--- src/rtl/afmt_pkg.sv ---
// Shared types for the serial audio formatter.
// Assumes: nothing beyond the IEEE 1800-2017 language.
package afmt_pkg;

    // Word layout selected by the format input
    typedef enum logic {
        FMT_MSB_NARROW = 1'b0,  // narrow word, MSB first, right-justified
        FMT_LSB_WIDE   = 1'b1   // full word, LSB first, left-justified
    } fmt_e;

endpackage

--- src/rtl/afmt_timebase.sv ---
// Frame position counter for the serial audio formatter.
// Splits one free-running count into bit-clock phase, slot number and
// channel half, and flags the last clock of each half and of each frame.
// Assumes: BCLK_DIV and SLOTS are powers of two, BCLK_DIV >= 2.
module afmt_timebase #(
    parameter int SLOTS    = 32,
    parameter int BCLK_DIV = 4,
    localparam int PH_W    = $clog2(BCLK_DIV),
    localparam int SL_W    = $clog2(SLOTS),
    localparam int CNT_W   = PH_W + SL_W + 1
) (
    input  logic            clk,
    input  logic            rst_n,
    output logic [PH_W-1:0] phase,
    output logic [SL_W-1:0] slot,
    output logic            right_half,
    output logic            end_of_half,
    output logic            end_of_frame
);

    logic [CNT_W-1:0] pos_q;

    // Free-running frame position, cleared by reset
    always_ff @(posedge clk) begin
        if (!rst_n) begin
            pos_q <= '0;
        end else begin
            pos_q <= pos_q + 1'b1;
        end
    end

    // Field split and boundary flags
    always_comb begin
        phase        = pos_q[PH_W-1:0];
        slot         = pos_q[PH_W +: SL_W];
        right_half   = pos_q[CNT_W-1];
        end_of_half  = &pos_q[CNT_W-2:0];
        end_of_frame = &pos_q;
    end

endmodule

--- src/rtl/afmt_word_stage.sv ---
// Sample storage for the serial audio formatter.
// Keeps a pending pair written by the strobe. At each frame start the left
// word goes to the shift word and the right word to a hold register. At the
// mid-frame boundary the held right word goes to the shift word. Zero and
// format requests are sampled at every half boundary.
// Assumes: end_of_frame is only ever high together with end_of_half.
module afmt_word_stage
    import afmt_pkg::*;
#(
    parameter int SAMPLE_W = 20
) (
    input  logic                clk,
    input  logic                rst_n,
    input  logic                smp_valid,
    input  logic [SAMPLE_W-1:0] left_in,
    input  logic [SAMPLE_W-1:0] right_in,
    input  logic                zero_req,
    input  fmt_e                fmt_in,
    input  logic                end_of_half,
    input  logic                end_of_frame,
    output logic [SAMPLE_W-1:0] word,
    output fmt_e                fmt_cur
);

    logic [SAMPLE_W-1:0] pend_l_q;
    logic [SAMPLE_W-1:0] pend_r_q;
    logic [SAMPLE_W-1:0] hold_r_q;
    logic [SAMPLE_W-1:0] word_q;
    fmt_e                fmt_q;
    logic [SAMPLE_W-1:0] next_src;

    // Capture a new pair whenever the strobe is high
    always_ff @(posedge clk) begin
        if (!rst_n) begin
            pend_l_q <= '0;
            pend_r_q <= '0;
        end else if (smp_valid) begin
            pend_l_q <= left_in;
            pend_r_q <= right_in;
        end
    end

    // Source for the next half: pending left at a frame start, held right otherwise
    always_comb begin
        next_src = end_of_frame ? pend_l_q : hold_r_q;
    end

    // Load the shift word and the half context at each half boundary
    always_ff @(posedge clk) begin
        if (!rst_n) begin
            word_q   <= '0;
            hold_r_q <= '0;
            fmt_q    <= FMT_MSB_NARROW;
        end else if (end_of_half) begin
            word_q <= zero_req ? '0 : next_src;
            fmt_q  <= fmt_in;
            if (end_of_frame) begin
                hold_r_q <= pend_r_q;
            end
        end
    end

    assign word    = word_q;
    assign fmt_cur = fmt_q;

endmodule

--- src/rtl/afmt_slot_mux.sv ---
// Slot-to-bit mapping for the serial audio formatter.
// Builds both slot layouts of the current word as vectors indexed by slot
// number, then selects one layout and one slot.
// Assumes: NARROW_W <= SAMPLE_W <= SLOTS.
module afmt_slot_mux
    import afmt_pkg::*;
#(
    parameter int SAMPLE_W = 20,
    parameter int NARROW_W = 16,
    parameter int SLOTS    = 32,
    localparam int SL_W    = $clog2(SLOTS),
    localparam int OFFSET  = SLOTS - NARROW_W
) (
    input  logic [SAMPLE_W-1:0] word,
    input  fmt_e                fmt,
    input  logic [SL_W-1:0]     slot,
    output logic                bit_out
);

    logic [SLOTS-1:0] narrow_lane;
    logic [SLOTS-1:0] wide_lane;

    // One slot position per iteration, for each layout
    for (genvar s = 0; s < SLOTS; s++) begin : g_slot
        if (s >= OFFSET) begin : g_nar_bit
            assign narrow_lane[s] = word[SAMPLE_W-1-(s-OFFSET)];
        end else begin : g_nar_pad
            assign narrow_lane[s] = 1'b0;
        end
        if (s < SAMPLE_W) begin : g_wid_bit
            assign wide_lane[s] = word[s];
        end else begin : g_wid_pad
            assign wide_lane[s] = 1'b0;
        end
    end

    // Pick the layout, then the slot
    always_comb begin
        bit_out = (fmt == FMT_LSB_WIDE) ? wide_lane[slot] : narrow_lane[slot];
    end

endmodule

--- src/rtl/audio_serial_fmt.sv ---
// Serial audio output formatter, top level.
// Derives the bit clock and the word clock from the master clock and shifts
// the stored samples out in the selected layout. All outputs are registered
// on the rising master edge, so they move together one clock after the
// frame position they describe.
// Assumes: clk runs at SLOTS*2*BCLK_DIV times the sample rate.
module audio_serial_fmt
    import afmt_pkg::*;
#(
    parameter int SAMPLE_W = 20,
    parameter int NARROW_W = 16,
    parameter int SLOTS    = 32,
    parameter int BCLK_DIV = 4
) (
    input  logic                clk,
    input  logic                rst_n,
    input  logic                fmt_sel,
    input  logic                smp_valid,
    input  logic [SAMPLE_W-1:0] left_in,
    input  logic [SAMPLE_W-1:0] right_in,
    input  logic                zero_req,
    output logic                bclk_o,
    output logic                lrck_o,
    output logic                sdata_o
);

    localparam int PH_W     = $clog2(BCLK_DIV);
    localparam int SL_W     = $clog2(SLOTS);
    localparam int HALF_CYC = SLOTS * BCLK_DIV;

    logic [PH_W-1:0] phase;
    logic [SL_W-1:0] slot;
    logic            right_half;
    logic            end_of_half;
    logic            end_of_frame;
    logic [SAMPLE_W-1:0] word;
    fmt_e            fmt_cur;
    logic            bit_now;

    afmt_timebase #(
        .SLOTS    (SLOTS),
        .BCLK_DIV (BCLK_DIV)
    ) i_timebase (
        .clk          (clk),
        .rst_n        (rst_n),
        .phase        (phase),
        .slot         (slot),
        .right_half   (right_half),
        .end_of_half  (end_of_half),
        .end_of_frame (end_of_frame)
    );

    afmt_word_stage #(
        .SAMPLE_W (SAMPLE_W)
    ) i_word_stage (
        .clk          (clk),
        .rst_n        (rst_n),
        .smp_valid    (smp_valid),
        .left_in      (left_in),
        .right_in     (right_in),
        .zero_req     (zero_req),
        .fmt_in       (fmt_e'(fmt_sel)),
        .end_of_half  (end_of_half),
        .end_of_frame (end_of_frame),
        .word         (word),
        .fmt_cur      (fmt_cur)
    );

    afmt_slot_mux #(
        .SAMPLE_W (SAMPLE_W),
        .NARROW_W (NARROW_W),
        .SLOTS    (SLOTS)
    ) i_slot_mux (
        .word    (word),
        .fmt     (fmt_cur),
        .slot    (slot),
        .bit_out (bit_now)
    );

    // Register the three wires: bit clock high in the upper half of each slot
    always_ff @(posedge clk) begin
        if (!rst_n) begin
            bclk_o  <= 1'b0;
            lrck_o  <= 1'b1;
            sdata_o <= 1'b0;
        end else begin
            bclk_o  <= phase[PH_W-1];
            lrck_o  <= !right_half;
            sdata_o <= bit_now;
        end
    end

endmodule

--- config.mk ---
export PLATFORM = sky130hd
export DESIGN_NAME = audio_serial_fmt
export DESIGN_NICKNAME = d
export VERILOG_FILES = /design/src/rtl/afmt_pkg.sv /design/src/rtl/afmt_timebase.sv /design/src/rtl/afmt_word_stage.sv /design/src/rtl/afmt_slot_mux.sv /design/src/rtl/audio_serial_fmt.sv
export SDC_FILE = /design/constraint.sdc
export NUM_CORES = 1
export LEC_CHECK = 0
export ABC_AREA = 1
export BUFFER_PORTS_ARGS = -buffer_cell sky130_fd_sc_hd__buf_4
export CELL_PAD_IN_SITES_DETAIL_PLACEMENT = 1
export CELL_PAD_IN_SITES_GLOBAL_PLACEMENT = 1
export CORE_UTILIZATION = 40
export DETAILED_ROUTE_END_ITERATION = 8
export PLACE_DENSITY_LB_ADDON = 0.1
export SYNTH_ARGS = -nofsm -noshare
export SYNTH_HDL_FRONTEND = slang
export SYNTH_SLANG_ARGS = --single-unit
--- constraint.sdc ---
create_clock -name clk -period 2.1 [get_ports clk]
set_input_delay 0.315 -clock clk [delete_from_list [all_inputs] [get_ports clk]]
set_output_delay 0.315 -clock clk [all_outputs]
set_load 0.02 [all_outputs]
Word level (Yosys, flattened, before mapping) --
Cells that the tools add are included.
Operators by class: order comparisons 1, add/sub/neg operators 1, reductions and logical operators 3, multiplexer cells 7
Operator list (number):
- 2-to-1 mux 20 bit | 2
- binary-select mux 1 bit (select 5 bit) | 2
- adder 8 x 1 -> 8 bit (second input constant) | 1
- AND reduction 8 bit | 1
- AND reduction 7 bit | 1
- less-than comparator 5 x 6 -> 1 bit (second input constant) | 1
- 2-to-1 mux 1 bit | 3
- zero test 1 bit | 1
Storage, ports and cells: word-level logic and storage cells 21, flip-flop bits (word level) 92

Longest topological paths before layout --
depth in word-level cells 3, mapped depth 12, gate-level depth less buffers 11

Cells and area by module --
A second synthesis with hierarchy kept.
Second synthesis, totals: cells, all modules 548, area, all modules 4020.1 um^2
By module, submodules not included:
- afmt_word_stage | times used 1, area each 3133.0 um^2, cells each 398, sequential area each 1621.6 um^2
- afmt_slot_mux | times used 1, area each 460.4 um^2, cells each 95, sequential area each 0.0 um^2
- afmt_timebase | times used 1, area each 347.8 um^2, cells each 47, sequential area each 160.2 um^2
- audio_serial_fmt | times used 1, area each 78.8 um^2, cells each 8, sequential area each 60.1 um^2

Worst setup path after synthesis --
No wires, ideal clock.
kind reg2reg, start reg i_timebase.pos_q[0], end reg i_word_stage.word_q[19] (netlist: i_word_stage.word[19]), library setup time 0.114 ns, arrival 1.473 ns, path buffers 2, required time 1.986 ns, stages on the path, launching flop included 13, clock period less this slack 1.587 ns, path slack 0.513 ns, cell sequence dfxtp_1 -> ha_1 -> nand2_4 -> nor2_8 -> nand3_4 -> nor2_4 -> nand2_2 -> buf_6 -> buf_6 -> nand2_1 -> nand2_1 -> nand3_1 -> nand2_1
Between the ends: longest elaborated chain between the ends 3, elaborated cells on any way between the ends 4, those cells by class 2 x mux; 2 x reduce/logical
RTL lines:
- start, declared | line afmt_timebase.sv:21 | logic [CNT_W-1:0] pos_q;
- start signal, assigned | line afmt_timebase.sv:28 | pos_q <= pos_q + 1'b1;
- AND reduction 8 bit | line afmt_timebase.sv:38 | end_of_frame = &pos_q;
- 2-to-1 mux 20 bit | line afmt_word_stage.sv:45 | next_src = end_of_frame ? pend_l_q : hold_r_q;
- 2-to-1 mux 20 bit | line afmt_word_stage.sv:55 | word_q <= zero_req ? '0 : next_src;
- end signal, assigned | line afmt_word_stage.sv:55
- end, declared | line afmt_word_stage.sv:28 | logic [SAMPLE_W-1:0] word_q;
Several ways; a longest one is shown, not always the timed one. A chain may end at the register's enable or synchronous reset.

Final worst setup path --
start reg i_timebase.pos_q[0], end reg i_word_stage.word_q[11] (netlist: i_word_stage.word[11])
The elaborated chain is that of the path after synthesis.

==> reports/metrics.yaml <==
outcome: "completed"
finalMaxSlewViolations: 0
viasPerCell: 5.06
whs_path_depth: 3
power_density_nw_per_um2: 757
hpwl_um: 6640
syn_nets: 559
netSwitchingFraction: 0.246
nets: 595
worstPathArrival_ns: 2.08
gp_congestion: 0.785
switching_power_mw: 0.819
fmax_mhz: 542
combinationalPowerShare: 0.076
crit_chain: "ha_1 -> nand2_4 -> nor2_8 -> nand3_4 -> nor2_4 -> buf_4 -> inv_2 -> nand2_1 -> buf_4 -> o21ai_1"
r2r_end: "i_word_stage.word[11]"
fin_area_um2: 4400
vias: 3365
maxCapViolations: 0
hold_buffers: 0
wl_per_cell_um: 14.3
initial_core_util: 0.410
cts_buffers: 9
synth_seq_area_share: 0.488
dr.pass1.iters: 4
grt_antenna_before_repair: 0
core_area_um2: 9200
critical_path.slowest_cell: "dfxtp_1"
yosys_warnings: 0
layout_setup_ws_ns: 0.255
portBuffers: 47
crit_type: "reg2reg"
r2r_slack_ns: 0.25
ant_nets: 0
clockPowerShare: 0.373
seq_power_share: 0.551
netlist_area_um2: 3770
grt_pass1_wl_um: 16600
start_kind: "flip-flop"
grt_remaining_overflow: 0
min_path_type: "in2reg"
cp.required_ns: 2.34
clk_pin_slew_ns: 0.10
ys_types: 27
endpoint_kind: "flip-flop"
placed_area_um2: 4190
dp_cells: 649
timing.hold.ws_ns: 0.178
dp_slack_ns: 0.169
syn_to_final_growth_pct: 16.6
r2r_cells: 10
layoutNonFillerInstCount: 665
hold_violations: 0
fp.dieW_um: 99.1
die_area_um2: 9820
clk_path_buf_depth: 2
drt_iter0_drc: 108
holdPathEnd: "i_word_stage.pend_l_q[8]"
tightestPinTransition_ns: 0.458
max_stage_delay_ns: 0.37
drc_errors: 0
gr-usage-all-layers: 0.213
synth_seq_cells: 92
synth_cells: 513
peakVddDrop_v: 0.000330
grt_max_degree: 37
htree_levels: 3
worstReg2RegStart: "i_timebase.pos_q[0]"
finalWirelength_um: 9490
crit_top_cell: "buf_4"
tns_ns: 0
layout-drive-gt1-share: 0.164
fp.dieH_um: 99.1
clockRootBuffer: "clkbuf_8"
clock-sinks: 92
rows: 35
slew_headroom: 0.694
p_leak_nw: 1.89
worstHoldStart: "left_in[8]"
power.internal_mw: 2.51
critPathMaxFanout: 22
cts_tree: "built"
fillCellCount: 1174
setup_viol: 0
antenna_cells: 0
min_period_over_period: 0.879
period_minus_slack_ns: 1.85
io_pins: 48
rsz0062_at_grt: "no"
grt_pass1_vias: 3384
skew_ns: 0.0134
clock_latency_ns: 0.35
avgSynthCellArea_um2: 7.35
-- through the flow --
| step | util | total power [mW] |
|---|---|---|
| 2_1_floorplan | - | 2.01 |
| 3_3_place_gp | 0.455 | 2.12 |
| 3_5_place_dp | 0.455 | 2.13 |
| 4_1_cts | 0.478 | 3.36 |
| 5_1_grt | 0.478 | 3.47 |
| 6_report | 0.478 | 3.33 |
-- registers in the layout (all words and copies together), names as in the netlist --
| signal | cells |
|---|---|
| lrck_o | 1 |
| sdata_o | 1 |
| i_word_stage.word | 20 |
| bclk_o | 1 |
| i_word_stage.pend_l_q | 20 |
| i_word_stage.fmt_cur | 1 |
| i_word_stage.pend_r_q | 20 |
| i_word_stage.hold_r_q | 20 |
| i_timebase.pos_q | 8 |
-- power by group through the flow --
stage | clock (mW) | combinational, mW | sequential [mW]
2_1_floorplan | 0 | 0.144 | 1.86
5_1_grt | 1.34 | 0.289 | 1.84
3_5_place_dp | 0 | 0.254 | 1.87
6_report | 1.24 | 0.253 | 1.83
3_3_place_gp | 0 | 0.246 | 1.87
4_1_cts | 1.28 | 0.256 | 1.83
-- layer usage --
layer	track usage	up-vias	share of wire
met5	0	-	0
met4	0.0679	0	0.013
met3	0.0253	10	0.023
met2	0.329	44	0.44
met1	0.311	1587	0.52
li1	-	1724	-
-- kinds of logic (layout without fill, tap and decap cells) --
group	Yosys count	count (layout)	synth area share
simple gates	244	244	0.273
xor+xnor	1	1	0.00232
fa+ha+maj	1	1	0.00332
compound gates	105	105	0.151
flops	92	92	0.488
buf+inv	70	111	0.0826
-- worst max path at each step --
stage	startpoint	end	slack [ns]	depth (start not counted)
after floorplan	i_timebase.pos_q[0]	i_word_stage.word[19]	0.51	12
after global placement	i_timebase.pos_q[0]	i_word_stage.hold_r_q[13]	0.29	10
after detailed placement	i_timebase.pos_q[0]	i_word_stage.hold_r_q[12]	0.17	10
after CTS	i_timebase.pos_q[0]	i_word_stage.hold_r_q[12]	0.15	10
after global routing	i_timebase.pos_q[2]	sdata_o	0.1	8
final	i_timebase.pos_q[0]	i_word_stage.word[11]	0.25	10
-- timing repair --
| action | in CTS | in global routing |
|---|---|---|
| resized for setup | 0 | 1 |
| setup buffers | 0 | 0 |
| endpoints found under the hold margin | 0 | 0 |
| setup endpoints to repair | 0 | 1 |
-- cells in the mapped netlist --
cell type	number	area share
o21ai_0	42	0.056
a21oi_1	32	0.042
nand3_1	51	0.068
xnor2_1	1	0.0023
buf_4	2	0.0040
inv_2	3	0.0030
o21a_1	1	0.0020
nor2_8	1	0.0053
buf_6	4	0.012
nand2_1	111	0.11
inv_4	1	0.0017
nand3_4	1	0.0046
nor2_1	76	0.076
buf_2	7	0.0093
nor3_1	1	0.0013
o21ai_2	8	0.019
nand2_4	1	0.0030
clkbuf_1	19	0.019
buf_1	1	0.00099
nand2_2	1	0.0017
o21ai_1	18	0.024
inv_1	33	0.033
nor2_4	1	0.0030
dfxtp_1	92	0.49
ha_1	1	0.0033
o211ai_1	3	0.0060
a21boi_0	1	0.0020
-- final cells by class --
class	count	area, um^2	area share
inverters	37	143	0.0325
clock inverters	6	68.8	0.0157
flip-flops and latches	92	1840	0.419
clock buffers	10	138	0.0313
well taps	111	139	0.0316
multi-input cells	351	1620	0.368
repair buffers	58	448	0.102
-- cell usage in the layout (no fill, tap or decap), types with 2 or more instances in the layout --
master and n:
buf_4 57, clkbuf_8 10, nand3_1 51, nor2_1 76
o21ai_2 8, dfxtp_1 92, nand2_1 111, inv_2 2
clkinv_2 2, inv_6 3, o21ai_1 18, inv_1 33
o21ai_0 42, o211ai_1 3, a21oi_1 32
-- worst max-delay path, delay by kind of cell, from the launching register on --
kind                     cells  cell delay, ns
buffers and inverters        3            0.56
AND/OR/NAND/NOR              5            0.47
flip-flops                   1            0.37
adder cells (fa/ha/maj)      1            0.23
AO/OA/AOI/OAI                1            0.08
No activity file was read; power rests on OpenSTA's default activity.
